[config.mk]
export PLATFORM = sky130hd
export DESIGN_NAME = cbs_shaper
export DESIGN_NICKNAME = d
export VERILOG_FILES = /design/src/rtl/cbs_pkg.sv /design/src/rtl/cbs_credit_unit.sv /design/src/rtl/cbs_rd_mux.sv /design/src/rtl/cbs_shaper.sv
export SDC_FILE = /design/constraint.sdc
export NUM_CORES = 1
export LEC_CHECK = 0
export ABC_CLOCK_PERIOD_IN_PS = 11000
export BUFFER_PORTS_ARGS = -buffer_cell sky130_fd_sc_hd__buf_2
export CORE_UTILIZATION = 50
export DETAILED_ROUTE_END_ITERATION = 6
export PLACE_DENSITY = 0.75
export SYNTH_ARGS = -nofsm -noshare
export SYNTH_HDL_FRONTEND = slang
export SYNTH_SLANG_ARGS = --single-unit
[constraint.sdc]
create_clock -name clk_i -period 11 [get_ports clk_i]
set_clock_uncertainty 0.2 [all_clocks]
set_input_delay 2.2 -clock clk_i [delete_from_list [all_inputs] [get_ports clk_i]]
set_output_delay 2.2 -clock clk_i [all_outputs]
set_load 0.01 [all_outputs]
[src/rtl/cbs_pkg.sv]
package cbs_pkg;
   // Offset-binary zero for a credit of width w
   function automatic logic [63:0] zero_mid(input int w);
      return 64'd1 << (w - 1);
   endfunction
endpackage

[src/rtl/cbs_credit_unit.sv]
module cbs_credit_unit #(
   parameter int CRED_W = 32,
   parameter int SLOPE_W = 16,
   parameter logic [CRED_W-1:0] SEND_SLOPE = 32'h0002_0000,
   parameter logic [CRED_W-1:0] LO_CREDIT = 32'h7FF8_0000
) (
   input  logic               clk_i,
   input  logic               rst_i,
   input  logic               tick_i,
   input  logic               pend_i,
   input  logic               xmit_i,
   input  logic               wr_i,
   input  logic               en_i,
   input  logic               keep_i,
   input  logic [SLOPE_W-1:0] slope_i,
   input  logic [CRED_W-1:0]  hicred_i,
   output logic [CRED_W-1:0]  cred_o,
   output logic               elig_o
);
   localparam logic [CRED_W-1:0] ZERO_C = CRED_W'(cbs_pkg::zero_mid(CRED_W));
   localparam logic [CRED_W:0] FLOOR_SUM = {1'b0, LO_CREDIT} + {1'b0, SEND_SLOPE};

   logic               en_q, keep_q;
   logic [SLOPE_W-1:0] slope_q;
   logic [CRED_W-1:0]  hic_q, cred_q, cred_d, ceil_c;
   logic [CRED_W:0]    sum_c;

   always_comb begin
      ceil_c = (hic_q > ZERO_C) ? hic_q : ZERO_C;
      sum_c  = {1'b0, cred_q} + {{(CRED_W+1-SLOPE_W){1'b0}}, slope_q};
      cred_d = cred_q;
      if (!en_q) begin
         cred_d = ZERO_C;
      end else if (xmit_i) begin
         cred_d = ({1'b0, cred_q} < FLOOR_SUM) ? LO_CREDIT : cred_q - SEND_SLOPE;
      end else if (pend_i) begin
         cred_d = (sum_c > {1'b0, ceil_c}) ? ceil_c : sum_c[CRED_W-1:0];
      end else if (cred_q > ZERO_C) begin
         cred_d = keep_q ? cred_q : ZERO_C;
      end else begin
         cred_d = (sum_c > {1'b0, ZERO_C}) ? ZERO_C : sum_c[CRED_W-1:0];
      end
   end

   always_ff @(posedge clk_i) begin
      if (rst_i) begin
         en_q    <= 1'b0;
         keep_q  <= 1'b0;
         slope_q <= '0;
         hic_q   <= '0;
         cred_q  <= ZERO_C;
      end else if (wr_i) begin
         en_q    <= en_i;
         keep_q  <= keep_i;
         slope_q <= en_i ? slope_i : '0;
         hic_q   <= en_i ? hicred_i : '0;
         cred_q  <= ZERO_C;
      end else if (tick_i) begin
         cred_q  <= cred_d;
      end
   end

   assign cred_o = cred_q;
   assign elig_o = (cred_q >= ZERO_C);
endmodule

[src/rtl/cbs_rd_mux.sv]
module cbs_rd_mux #(
   parameter int NUM_Q = 4,
   parameter int CRED_W = 32,
   localparam int QW = (NUM_Q > 1) ? $clog2(NUM_Q) : 1
) (
   input  logic [NUM_Q-1:0][CRED_W-1:0] cred_i,
   input  logic [QW-1:0]                sel_i,
   output logic [CRED_W-1:0]            cred_o
);
   always_comb begin
      cred_o = cred_i[0];
      for (int q = 1; q < NUM_Q; q++) begin
         if (sel_i == QW'(q)) cred_o = cred_i[q];
      end
   end
endmodule

[src/rtl/cbs_shaper.sv]
module cbs_shaper #(
   parameter int NUM_Q = 4,
   parameter int NUM_SHAPED = 2,
   parameter int CRED_W = 32,
   parameter int SLOPE_W = 16,
   parameter logic [CRED_W-1:0] SEND_SLOPE = 32'h0002_0000,
   parameter logic [CRED_W-1:0] LO_CREDIT = 32'h7FF8_0000,
   localparam int QW = (NUM_Q > 1) ? $clog2(NUM_Q) : 1
) (
   input  logic               clk_i,
   input  logic               rst_i,
   input  logic               tick_i,
   input  logic [NUM_Q-1:0]   pending_i,
   input  logic [NUM_Q-1:0]   xmit_i,
   input  logic               cfg_we_i,
   input  logic [QW-1:0]      cfg_q_i,
   input  logic               cfg_en_i,
   input  logic               cfg_keep_i,
   input  logic [SLOPE_W-1:0] cfg_slope_i,
   input  logic [CRED_W-1:0]  cfg_hicred_i,
   input  logic [QW-1:0]      rd_sel_i,
   output logic [CRED_W-1:0]  rd_credit_o,
   output logic [NUM_Q-1:0]   eligible_o
);
   localparam logic [CRED_W-1:0] ZERO_C = CRED_W'(cbs_pkg::zero_mid(CRED_W));

   if (NUM_SHAPED < 1 || NUM_SHAPED > NUM_Q) begin : g_bad_shaped
      $error("NUM_SHAPED must lie in 1..NUM_Q");
   end
   if (SLOPE_W >= CRED_W) begin : g_bad_slope
      $error("SLOPE_W must be narrower than CRED_W");
   end
   if (LO_CREDIT >= ZERO_C || SEND_SLOPE == '0) begin : g_bad_limits
      $error("LO_CREDIT must be negative and SEND_SLOPE nonzero");
   end

   logic [NUM_Q-1:0][CRED_W-1:0] cred_all;

   for (genvar q = 0; q < NUM_Q; q++) begin : g_q
      if (q < NUM_SHAPED) begin : g_shaped
         cbs_credit_unit #(
            .CRED_W(CRED_W), .SLOPE_W(SLOPE_W),
            .SEND_SLOPE(SEND_SLOPE), .LO_CREDIT(LO_CREDIT)
         ) u_unit (
            .clk_i(clk_i), .rst_i(rst_i), .tick_i(tick_i),
            .pend_i(pending_i[q]), .xmit_i(xmit_i[q]),
            .wr_i(cfg_we_i && (cfg_q_i == QW'(q))),
            .en_i(cfg_en_i), .keep_i(cfg_keep_i),
            .slope_i(cfg_slope_i), .hicred_i(cfg_hicred_i),
            .cred_o(cred_all[q]), .elig_o(eligible_o[q])
         );
      end else begin : g_plain
         assign cred_all[q]   = ZERO_C;
         assign eligible_o[q] = 1'b1;
      end
   end

   cbs_rd_mux #(.NUM_Q(NUM_Q), .CRED_W(CRED_W)) u_rd (
      .cred_i(cred_all), .sel_i(rd_sel_i), .cred_o(rd_credit_o)
   );
endmodule

### Word level (Yosys, flattened, before mapping)

Cells that the tools add are included.

| storage, ports and cells | value |
|---|---|
| logic and storage cells | 62 |
| output and inout bits | 36 |
| input port bits | 66 |
| register bits | 164 |

| operators by class | value |
|---|---|
| reductions and logical operators | 7 |
| order comparisons | 12 |
| mux-type cells | 23 |
| add/sub/neg operators | 4 |
| equal/unequal tests | 6 |

Operators by type and width:

| operator | number |
|---|---|
| 2-to-1 mux 32 bit | 22 |
| > comparator 32 bit (second input constant) | 4 |
| adder 32 x 16 -> 33 bit | 2 |
| > comparator 33 x 32 -> 1 bit | 2 |
| > comparator 33 x 32 -> 1 bit (second input constant) | 2 |
| >= comparator 32 bit (second input constant) | 2 |
| < comparator 32 x 31 -> 1 bit (second input constant) | 2 |
| subtractor 32 x 18 -> 32 bit (second input constant) | 2 |
| 2-to-1 mux 16 bit | 1 |
| inequality test 5 bit (second input constant) | 2 |
| equality test 2 x 1 -> 1 bit (second input constant) | 2 |
| equality test 2 bit (second input constant) | 2 |
| AND reduction 2 bit | 2 |
| OR reduction 2 bit | 2 |
| logical AND 1 bit | 2 |
| zero test 2 bit | 1 |

### Depth between registers and ports, before layout

Gate-level depths: netlist of run 1.

| logic depth | value |
|---|---|
| depth after elaboration | 7 |
| depth in mapped cells | 24 |

### Hierarchy

From an unflattened synthesis of run 1, not the netlist that was laid out.

| unflattened totals | value |
|---|---|
| cell total of the unflattened synthesis | 1,521 |
| area, all modules | 12,874.8 um^2 |

By module, submodules not included:

| module | seq. area each (um^2) | cells an instance | instances | area an instance (um^2) |
|---|---|---|---|---|
| cbs_credit_unit (g_q[1].g_shaped.u_unit) | 1,641.6 | 737 | 1 | 6,055.8 |
| cbs_credit_unit (g_q[0].g_shaped.u_unit) | 1,641.6 | 739 | 1 | 5,960.7 |
| cbs_rd_mux | 0.0 | 39 | 1 | 814.5 |
| cbs_shaper | 0.0 | 6 | 1 | 43.8 |

### Worst setup path before layout of run 1

Ideal clock, no wire load.

| timing path | value |
|---|---|
| path type | input port to output port |
| start point | input rd_sel_i[0] |
| end point | output rd_credit_o[0] |
| data arrival time | 3,220 ps |
| slack | 5,380 ps |
| cell stages on the path | 4 |
| path through | clkbuf_1 -> clkbuf_1 -> mux2i_1 -> nor2_1 |

| on the way | value |
|---|---|
| cells in the longest elaborated chain, start to end | 4 |
| elaborated cells on any way between the ends | 6 |
| those cells by class | 3 x eq/ne; 3 x mux |

RTL lines:

| what | RTL line | text |
|---|---|---|
| from (decl) | cbs_shaper.sv:21 | `input logic [QW-1:0] rd_sel_i,` |
| equality test 2 x 1 -> 1 bit | cbs_rd_mux.sv:13 | `if (sel_i == QW'(q)) cred_o = cred_i[q];` |
| 2-to-1 mux 32 bit (2 in series) | cbs_rd_mux.sv:13 |  |
| 2-to-1 mux 32 bit (*) | cbs_rd_mux.sv:13 |  |
| to (decl) | cbs_shaper.sv:22 | `output logic [CRED_W-1:0] rd_credit_o,` |

Mark *: on every way between the ends. The rest lies on a longest branch, timed or not.

### Worst setup path in the final report of run 1

| timing path | value |
|---|---|
| start point | register g_q[1].g_shaped.u_unit.cred_q[0] |
| end point | register g_q[1].g_shaped.u_unit.cred_q[25] |

| on the way | value |
|---|---|
| cells in the longest elaborated chain, start to end | 7 |
| elaborated cells on any way between the ends | 15 |
| those cells by class | 2 x add/sub; 4 x order compare; 1 x eq/ne; 7 x mux; 1 x reduce/logical |

RTL lines:

| what | RTL line | text |
|---|---|---|
| from (decl) | cbs_credit_unit.sv:25 | `logic [CRED_W-1:0] hic_q, cred_q, cred_d, ceil_c;` |
| from (signal assigned) | cbs_credit_unit.sv:59 | `cred_q <= cred_d;` |
| adder 32 x 16 -> 33 bit | cbs_credit_unit.sv:30 | `sum_c = {1'b0, cred_q} + {{(CRED_W+1-SLOPE_W){1'b0}}, slope_q};` |
| > comparator 33 x 32 -> 1 bit | cbs_credit_unit.sv:41 | `cred_d = (sum_c > {1'b0, ZERO_C}) ? ZERO_C : sum_c[CRED_W-1:0];` |
| 2-to-1 mux 32 bit | cbs_credit_unit.sv:41 |  |
| 2-to-1 mux 32 bit | cbs_credit_unit.sv:38 | `end else if (cred_q > ZERO_C) begin` |
| 2-to-1 mux 32 bit | cbs_credit_unit.sv:36 | `end else if (pend_i) begin` |
| 2-to-1 mux 32 bit | cbs_credit_unit.sv:34 | `end else if (xmit_i) begin` |
| 2-to-1 mux 32 bit | cbs_credit_unit.sv:32 | `if (!en_q) begin` |

Parallel ways exist; a longest one is shown, timed or not.
A chain may end at the register's enable or synchronous reset.

==> results of run 1 <==
==> sequential cells by signal, indices dropped and copies added (netlist names) <==
register / cells
g_q.g_shaped.u_unit.en_q: 2
g_q.g_shaped.u_unit.keep_q: 2
g_q.g_shaped.u_unit.slope_q: 32
g_q.g_shaped.u_unit.cred_o: 64
g_q.g_shaped.u_unit.hic_q: 64
==> layout by cell type (no fill, tap or decap), drive strengths merged, types with 5 or more instances in the layout <==
cell	count
a211oi	15
and2	16
or4	10
o21ai	99
a22o	31
a2111oi	6
and4	9
a211o	5
and3	18
o211ai	17
a21oi	191
a21o	24
inv	67
ha	96
or3	11
xor2	23
nor3	39
buf	106
nand4	30
or2	7
nor4	34
clkbuf	18
a32oi	7
mux2i	39
nor2	114
a22oi	8
a31oi	13
a221oi	11
o31ai	6
o22ai	5
o21a	10
nand3	158
nand2b	9
dfxtp	164
nand2	274
xnor2	41
==> power by group through the flow <==
| stage | sequential [mW] | clock [mW] | combinational, mW |
|---|---|---|---|
| after floorplan | 0.621 | 0 | 0.139 |
| after global placement | 0.629 | 0 | 0.192 |
| after detailed placement | 0.629 | 0 | 0.195 |
| after CTS | 0.615 | 0.629 | 0.196 |
| after global routing | 0.616 | 0.656 | 0.219 |
| final | 0.616 | 0.628 | 0.204 |
==> critical path: stages, from the launching register on <==
cell and delay, ps:
dfxtp_1 370, ha_1 270, fa_1 430, a211oi_1 290, nor2_1 130, o211ai_1 630
a21oi_1 390, and3_1 320, xnor2_1 170, ha_1 310, and3_1 190, a221oi_1 90
o21ai_0 380, nor2_1 90, o2bb2ai_1 310, nor4bb_1 90, or4_1 580, nor3_1 190
buf_4 280, a21oi_1 280, and4_1 350, a211o_1 270, a31o_2 210
==> logic make-up after synthesis <==
group / count (synthesis)
compound gates: 494
xor+xnor: 65
fa+ha+maj: 99
buf+inv: 193
flops: 164
mux: 40
other cells: 2
simple gates: 747
==> path summary, 6_finish.rpt <==
kind / start / endpoint / cells past startpoint
setup reg to reg: g_q[1].g_shaped.u_unit.cred_o[0] / g_q[1].g_shaped.u_unit.cred_o[25] / 22
setup / recovery: g_q[1].g_shaped.u_unit.cred_o[0] / g_q[1].g_shaped.u_unit.cred_o[25] / 22
hold / removal: g_q[1].g_shaped.u_unit.keep_q / g_q[1].g_shaped.u_unit.keep_q / 2
hold reg to reg: g_q[1].g_shaped.u_unit.keep_q / g_q[1].g_shaped.u_unit.keep_q / 2
==> area by class of cell <==
class | count | area (µm²)
Timing Repair Buffer | 106 | 561
Inverter | 58 | 218
Sequential cell | 164 | 3280
Clock inverter | 14 | 178
Clock buffer | 18 | 439
Multi-Input combinational cell | 1449 | 8920
Tap cell | 330 | 413
Fill cell | 2459 | 11300
==> metal layers <==
metal / GRT usage [%] / wire length (µm) / part of all wire, %
met1: 47.3 / 19000 / 42
met2: 50.4 / 19000 / 42
met3: 4.61 / 5170 / 12
met4: 14.3 / 1680 / 3.7
met5: 0 / 0 / 0
==> metrics by stage <==
step	util, %	area (µm²)	power (mW)	hold slack (ps)	cells
3_3_place_gp	52.9	13400	0.821	249	2107
5_1_grt	55.3	14000	1.49	284	2139
3_5_place_dp	52.9	13400	0.823	253	2107
6_report	55.3	14000	1.45	262	2139
2_1_floorplan	-	13000	0.760	236	1806
4_1_cts	55.3	14000	1.44	263	2139
==> impl_results.md, run 1 <==
- Run status: complete, but fails checks
- Failing checks: design-rule violations
- CP max FO: 12
- Psw: roughly 0.45 mW
- Clk_lat worst skew: 440 ps
- Total power per unit cell area: 103 mW/mm²
- Vias per inst: 6.57
- Cell with the most instances after synthesis: nand2_1
- Maximum VDD drop: 0.0832 mV
- Ant diodes: 0
- Synth Warn #: 0
- CTS tree: built
- Die height: 163 µm
- Final ANT Viol Nets: 0
- Slew Viols, Final: 0
- Via count: 14.0k
- Cell Area, Synth: approximately 0.013 mm²
- Gate power share: 14.1%
- Mapped Avg Cell Area: 7.18 µm²
- Vias in the first global route: 12.5k
- Drt initial violations: 2004
- Sequential area share after synthesis: 25.4%
- Full die area: 0.0265 mm²
- Data required time of the critical path: about 11000 ps
- CTS Buf Count: 17
- Mux contribution to synthesized area: just over 3%
- RSZ-0062 raised after global routing: false
- Worst reg2reg setup slack: 4080 ps
- Largest net degree at the start of global routing: between 90 and 100
- Synth Register Bits: 164
- Setup bufs post-CTS: 0
- Flop pwr share: 42.5%
- Cell taking the most area after synthesis: dfxtp_1
- Lkg Pwr: 5.82 nW
- Pre-antenna DRT Iters: 7
- Max Clock Freq: 144 MHz
- Synth Area in Adders: 9.66%
- Placement Setup Slack: about 4300 ps
- Maximum root-to-sink buffer count: 2
- Rel. slew slack: 13.0%
- Clock-pin slew on the worst setup and hold paths: 70 ps
- Clock tree sinks: 164
- Post-Synth Simple-Gate Area: 27.4%
- Site row count: between 50 and 60
- Clock power frac: 43.4%
- Nets: 1960
- Measured slew at the worst slew-check pin: around 1300 ps
- XOR/XNOR Fraction of Synth Area: 4.50%
- Hpwl dp: ~34000 µm
- Final min period: 6920 ps
- Main area contributors after synthesis: dfxtp_1 25%, ha_1 9.3%, nand2_1 7.9%
- Setup CP Type: reg -> reg
- GPL Wtd Cong: 0.996
- Die Span X: 163 µm
- Final worst path period share: 62.9%
- Setup crit end kind: flop
- WL per Instance: 21.0 µm
- Gr ovfl total: 0
- Worst Hold Class: reg -> reg
- Global-route wire length before repair: approximately 70000 µm
- Synth async-reset ratio: 0%
- Top_reg_cell synth: dfxtp_1
- Critical path arrival: 7050 ps
- Routed WL: about 45000 µm
- Share of the synthesized area in the top cell type: 25.4%
- Count of final setup violators: 0
- # hold bufs at CTS: 0
- Boundary pin count: 102
- Switching Share: 30.8%
- PortBufs: 95
- Largest family of logic cells by synthesized area: simple AND/OR/NAND/NOR gates
- Share of cells above drive strength 1: 8.90%
- Commonest cells in the netlist: 274 x nand2_1, 191 x a21oi_1, 164 x dfxtp_1
- Cts repair resizes: 0
- Cell Int Power: 1.00 mW
- Initial Util: about 51%
- Synth Area in Compound Gates: 24.1%
- CTS root buffer: clkbuf_16
- Area Growth Syn to Fin: 8.24%
- Setup tns final: 0 ps
- Htree depth: 4
- Initial antenna violation count: 0
- Syn Inst Count: 1804
- Core area: about 0.025 mm²
- DRC Markers: 2
- Yosys cell types: 78
- Max-Cap Viols: 0
- Post-synth EDFFs: 0
- All-layer global routing usage: 33.5%
- Final WS setup: 4080 ps
- Final hold violation count: 0
- Startpoint types: flop
Power figures use the tool's default switching activity.
==> run 2, diff against run 1 <==
ABC_AREA = 1   (was default)
ABC_CLOCK_PERIOD_IN_PS = 6700   (was 11000)
clock period = 6.7 ns   (was 11 ns; I/O delays follow)
==> impl_results.md, run 2 <==
- CTS root buffer: clkbuf_16
- Reg2reg start: g_q[1].g_shaped.u_unit.cred_o[0]
- Maximum VDD drop: 0.172 mV
- Pre-antenna DRT Iters: 6
- Largest net degree at the start of global routing: 71
- Max-Cap Viols: 0
- Worst-case hold path end point: g_q[1].g_shaped.u_unit.hic_q[31]
- Vias in the first global route: 13.8k
- Rel. slew slack: 46.0%
- Final worst path period share: 77.9%
- Initial Util: 50.7%
- # hold bufs at CTS: 0
- Nets: approximately 2.4k
- Filler cells: ~2.8k
- PortBufs: 95
- Routed WL: 47800 µm
- Critical path arrival: 5320 ps
- RSZ-0062 raised after global routing: false
- Commonest cells in the netlist: 596 x nand2_1, 286 x inv_1, 189 x nor2_1
- Synth Register Bits: 164
- Slew Viols, Final: 0
- Peak per-stage delay on the critical path: 530 ps
- Initial antenna violation count: 0
- Most frequent cells in the layout: 594 x nand2_1, 286 x inv_1, 189 x nor2_1, 179 x a21oi_1, 174 x nand3_1
- Area Growth Syn to Fin: 8.37%
- Startpoint types: flop
- Share of cells above drive strength 1: 8.46%
- Main area contributors after synthesis: dfxtp_1 24%, nand2_1 16%, ha_1 8.8%
- Yosys cell types: 52
- Hpwl dp: 38200 µm
- Mapped Avg Cell Area: 6.08 µm²
- WL per Instance: around 18 µm
- Die Span X: 167 µm
- CTS Buf Count: 17
- Worst path slowest cell: nand2_2
- Core area: roughly 0.027 mm²
- CP max FO: 17
- RR Endpoint: g_q[1].g_shaped.u_unit.cred_o[26]
- Clock tree sinks: 164
- Reg2Reg Depth: 28
- Crit path launch: g_q[1].g_shaped.u_unit.cred_o[0]
- Boundary pin count: 102
- Lkg Pwr: between 6 and 7 nW
- Total power per unit cell area: 177 mW/mm²
- Worst hold start: g_q[1].g_shaped.u_unit.hic_q[31]
- Worst reg2reg setup slack: 1480 ps
- Hold depth: 2
- Via count: 15.2k
- Synth async-reset ratio: 0%
- Share of the synthesized area in the top cell type: 24.1%
- Post-synth EDFFs: 0
- Most used cell, CP: nand2_1
- Clk_lat worst skew: 440 ps
- Global-route wire length before repair: 75000 µm
- Cts repair resizes: 0
- Final hold violation count: 0
- All-layer global routing usage: 34.4%
- Top_reg_cell synth: dfxtp_1
- Vias per inst: about 5.8
- Gr ovfl total: 0
- Setup bufs post-CTS: 0
- Drt initial violations: 1794
- GPL Wtd Cong: a little under 1
- Ant diodes: 0
- Synth Warn #: 0
- Measured slew at the worst slew-check pin: 809 ps
- Die height: approximately 170 µm
- Final min period: between 5000 and 6000 ps
- Worst Hold Class: reg -> reg
- Site row count: 60
- Data required time of the critical path: 6800 ps
- Total Power: 2.62 mW
- Maximum root-to-sink buffer count: 2
- Setup crit end kind: flop
- Cell Area, Synth: 0.0136 mm²
- Syn Inst Count: approximately 2.2k
- Count of final setup violators: 0
- Final ANT Viol Nets: 0
- Htree depth: 4
- Setup tns final: 0 ps
- Sequential area share after synthesis: between 20% and 30%
- Clock-pin slew on the worst setup and hold paths: 80 ps
- Commonest non-fill, non-tap cell in the layout: nand2_1
- Setup CP Type: reg -> reg
- DRC Markers: 0
- Max Clock Freq: between 150 and 200 MHz
- Cell with the most instances after synthesis: nand2_1
- CTS tree: built
- Cell taking the most area after synthesis: dfxtp_1
- Full die area: approximately 0.028 mm²
- Run status: finished clean
==> run 2: changes by cell type in the layout (fill, tap and decap cells not counted), moves of 31 or more <==
cell	before	now
inv_1	58	286
a22o_1	31	0
o21ai_0	96	129
nor2_1	113	189
o22ai_1	5	51
xnor2_1	41	9
mux2i_1	39	0
nand2_1	274	594
==> run 2: worst max-delay path: cells and delay by family (launching register included) <==
| family | cells | cell delay [ps] |
|---|---|---|
| simple gates | 21 | 3240 |
| fa+ha+maj | 3 | 920 |
| flops | 1 | 350 |
| compound gates | 3 | 300 |
| buf+inv | 1 | 70 |
==> run 2: worst max path at each step <==
stage / end / slack [ps] / depth (start not counted)
global placement: g_q[0].g_shaped.u_unit.cred_o[28] / 1650 / 22
finish: g_q[1].g_shaped.u_unit.cred_o[26] / 1480 / 28
detailed placement: g_q[1].g_shaped.u_unit.cred_o[26] / 1600 / 28
global route: g_q[0].g_shaped.u_unit.cred_o[28] / 1050 / 22
floorplan: g_q[0].g_shaped.u_unit.cred_o[6] / 2780 / 30
CTS: g_q[1].g_shaped.u_unit.cred_o[26] / 1560 / 28
==> run 2: area by class of cell <==
| cell class | instances | area (µm²) | share of cell area [%] |
|---|---|---|---|
| clock buffers | 18 | 439 | 2.97 |
| clock inverters | 14 | 148 | 0.999 |
| inverters | 295 | 1110 | 7.49 |
| multi-input cells | 1684 | 8820 | 59.7 |
| flip-flops and latches | 164 | 3280 | 22.2 |
| well taps | 341 | 427 | 2.89 |
| repair buffers | 105 | 551 | 3.73 |
==> run 2: per-layer routing <==
| metal | share of wire [%] | vias to the layer above | GRT usage, % |
|---|---|---|---|
| li1 | - | 7421 | - |
| met1 | 44 | 7030 | 46.9 |
| met2 | 45 | 622 | 56.3 |
| met3 | 8.1 | 79 | 4.35 |
| met4 | 2.8 | 0 | 10.9 |
| met5 | 0 | - | 0 |
==> run 2: logic make-up (layout without fill, tap and decap cells) <==
| family | after synthesis | count (layout) | synth area share, % |
|---|---|---|---|
| AND/OR/NAND/NOR | 1110 | 1110 | 35.4 |
| AO/OA/AOI/OAI | 429 | 429 | 17.3 |
| buffers and inverters | 395 | 432 | 11.4 |
| flip-flops | 164 | 164 | 24.1 |
| adder cells (fa/ha/maj) | 98 | 98 | 9.10 |
| XOR/XNOR | 43 | 43 | 2.76 |
| other | 2 | 4 | 0.0551 |
==> run 2: report_power, final <==
| group | total [mW] | leakage [nW] | internal [mW] | switching (mW) |
|---|---|---|---|---|
| combinational | 0.597 | 5.20 | 0.170 | 0.427 |
| clock | 1.01 | 0.289 | 0.511 | 0.496 |
| sequential | 1.02 | 1.33 | 0.996 | 0.0232 |
| total | 2.62 | 6.82 | 1.68 | 0.947 |
==> run 2: per-stage QoR <==
step | hold WS [ps] | instances | instance area (µm²) | setup WS [ps] | util (%)
floorplan | 231 | 2243 | 13600 | 2780 | -
global placement | 265 | 2589 | 14200 | 1650 | 52.8
detailed placement | 271 | 2589 | 14200 | 1600 | 52.8
CTS | 288 | 2621 | 14800 | 1560 | 55.0
global route | 311 | 2621 | 14800 | 1050 | 55.0
finish | 285 | 2621 | 14800 | 1480 | 55.0
==> run 3, diff against run 2 <==
ABC_CLOCK_PERIOD_IN_PS = 4300   (was 6700)
PLACE_DENSITY = 0.78   (was 0.75)
clock period = 4.3 ns   (was 6.7 ns; I/O delays follow)
==> impl_results.md, run 3 (synthesis gave the netlist of run 2 again) <==
- Ant diodes: 0
- Final hold violation count: 0
- Full die area: approximately 0.028 mm²
- Initial antenna violation count: 0
- Placed cell count: 2803
- Worst Hold Class: reg -> reg
- Htree depth: 4
- Most used cell, CP: nand2_1
- Vias per inst: 5.85
- DRC Markers: 2
- Gr ovfl total: 0
- CTS tree: built
- GPL Wtd Cong: between 0.9 and 1
- Most frequent cells in the layout: 505 x nand2_1, 277 x inv_1, 236 x buf_4, 175 x nor2_1, 147 x dfxtp_1
- Clock tree sinks: 164
- Final core area utilization: 68.2%
- Core area: about 0.027 mm²
- Maximum VDD drop: 0.250 mV
- Failing checks: design-rule violations, negative setup slack
- Fin cells: 2862
- CP max FO: 7
- Maximum root-to-sink buffer count: 2
- Count of final setup violators: 20
- Worst-case hold path end point: g_q[1].g_shaped.u_unit.hic_q[31]
- Final worst path period share: 102%
- CTS Buf Count: 17
- Slew Viols, Final: 0
- PortBufs: 95
- Clock-pin slew on the worst setup and hold paths: roughly 80 ps
- Routed WL: around 54000 µm
- Site row count: 60
- Die Span X: 167 µm
- Critical path arrival: roughly 4500 ps
- Area Growth Syn to Fin: 34.5%
- Reg2Reg Depth: 29
- Commonest non-fill, non-tap cell in the layout: nand2_1
- Die height: ~170 µm
- Pre-antenna DRT Iters: 7
- Max-Cap Viols: 0
- Drt initial violations: between 1.5k and 2k
- Startpoint types: flop
- Worst path slowest cell: fa_2
- All-layer global routing usage: between 30 and 40%
- Peak per-stage delay on the critical path: 410 ps
- Total Power: between 4 and 5 mW
- Worst hold slack: 291 ps
- Clk_lat worst skew: 440 ps
- Worst reg2reg setup slack: -100 ps
- Final min period: 4400 ps
- Final WS setup: -99.5 ps
- Final ANT Viol Nets: 0
- Total power per unit cell area: 243 mW/mm²
- Setup CP Type: reg -> reg
- Measured slew at the worst slew-check pin: between 800 and 900 ps
- Placement Setup Slack: -264 ps
- Data required time of the critical path: 4420 ps
- Rel. slew slack: between 40 and 50%
- Initial Util: 50.7%
- RSZ-0062 raised after global routing: true
- Hpwl dp: between 40000 and 50000 µm
- CTS root buffer: clkbuf_16
- Nets: 2673
- Lkg Pwr: 8.40 nW
- Boundary pin count: 102
- RR Endpoint: g_q[1].g_shaped.u_unit.cred_o[0]
- Max Clock Freq: 227 MHz
- Reg2reg start: g_q[1].g_shaped.u_unit.cred_o[0]
- Largest net degree at the start of global routing: between 70 and 80
- Share of cells above drive strength 1: 29.0%
- Global-route wire length before repair: just under 80000 µm
- WL per Instance: about 19 µm
- Vias in the first global route: around 15k
- Setup crit end kind: flop
- Hold depth: 2
- Run status: complete, but fails checks
- Via count: 16.7k
- Worst hold start: g_q[1].g_shaped.u_unit.hic_q[31]
-- run 3: repair_timing --
action,4_1_cts,5_1_grt
gates cloned,3,4
pin swaps,17,140
gates resized for setup,47,347
setup endpoints to repair,64,64
hold buffers,0,0
setup buffers,6,16
-- run 3: worst max path at each step --
stage | from | end | slack (ps) | cells after the start
5_1_grt | g_q[0].g_shaped.u_unit.cred_o[8] | g_q[0].g_shaped.u_unit.cred_o[19] | -280 | 32
3_5_place_dp | g_q[0].g_shaped.u_unit.slope_q[0] | g_q[0].g_shaped.u_unit.cred_o[6] | -260 | 31
3_3_place_gp | g_q[0].g_shaped.u_unit.slope_q[13] | g_q[0].g_shaped.u_unit.cred_o[6] | -220 | 31
2_1_floorplan | g_q[0].g_shaped.u_unit.cred_o[0] | g_q[0].g_shaped.u_unit.cred_o[6] | 380 | 30
6_report | g_q[1].g_shaped.u_unit.cred_o[0] | g_q[1].g_shaped.u_unit.cred_o[0] | -100 | 29
4_1_cts | g_q[0].g_shaped.u_unit.cred_o[0] | g_q[0].g_shaped.u_unit.cred_o[6] | -5 | 24
-- run 3: layer usage --
| layer | wire (µm) | GRT usage (%) | up-vias |
|---|---|---|---|
| li1 | - | - | 7906 |
| met4 | 2660 | 15.4 | 0 |
| met5 | 0 | 0 | - |
| met1 | 21600 | 47.7 | 7724 |
| met3 | 5090 | 4.68 | 185 |
| met2 | 24900 | 60.4 | 931 |
-- run 3: area by class of cell --
type / count / area (µm²)
multi-input cells: 1686 / 10500
flip-flops and latches: 164 / 3300
fillers: 2304 / 8540
well taps: 341 / 427
inverters: 295 / 1120
repair buffers: 345 / 2470
clock buffers: 18 / 439
clock inverters: 13 / 114
-- run 3: worst max-delay path: cells and delay by family (launching register included) --
family | cells | cell delay (ps)
AOI/OAI and AO/OA | 6 | 860
xor gates and xnor gates | 1 | 190
adders and majority gates | 3 | 860
buffers and inverters | 2 | 290
DFF | 1 | 340
and+or+nand+nor | 17 | 1530
-- run 3: power breakdown --
| group | switching, mW | internal (mW) |
|---|---|---|
| logic | 0.878 | 0.482 |
| clock network | 0.733 | 0.774 |
| registers | 0.0294 | 1.55 |
| total | 1.64 | 2.81 |
-- run 3: stage by stage --
stage | area (µm²) | TNS [ps]
final | 18300 | -780
after global routing | 18300 | -12800
after CTS | 16700 | -4.64
after detailed placement | 15800 | -10430
after global placement | 15800 | -9180
after floorplan | 13600 | 0
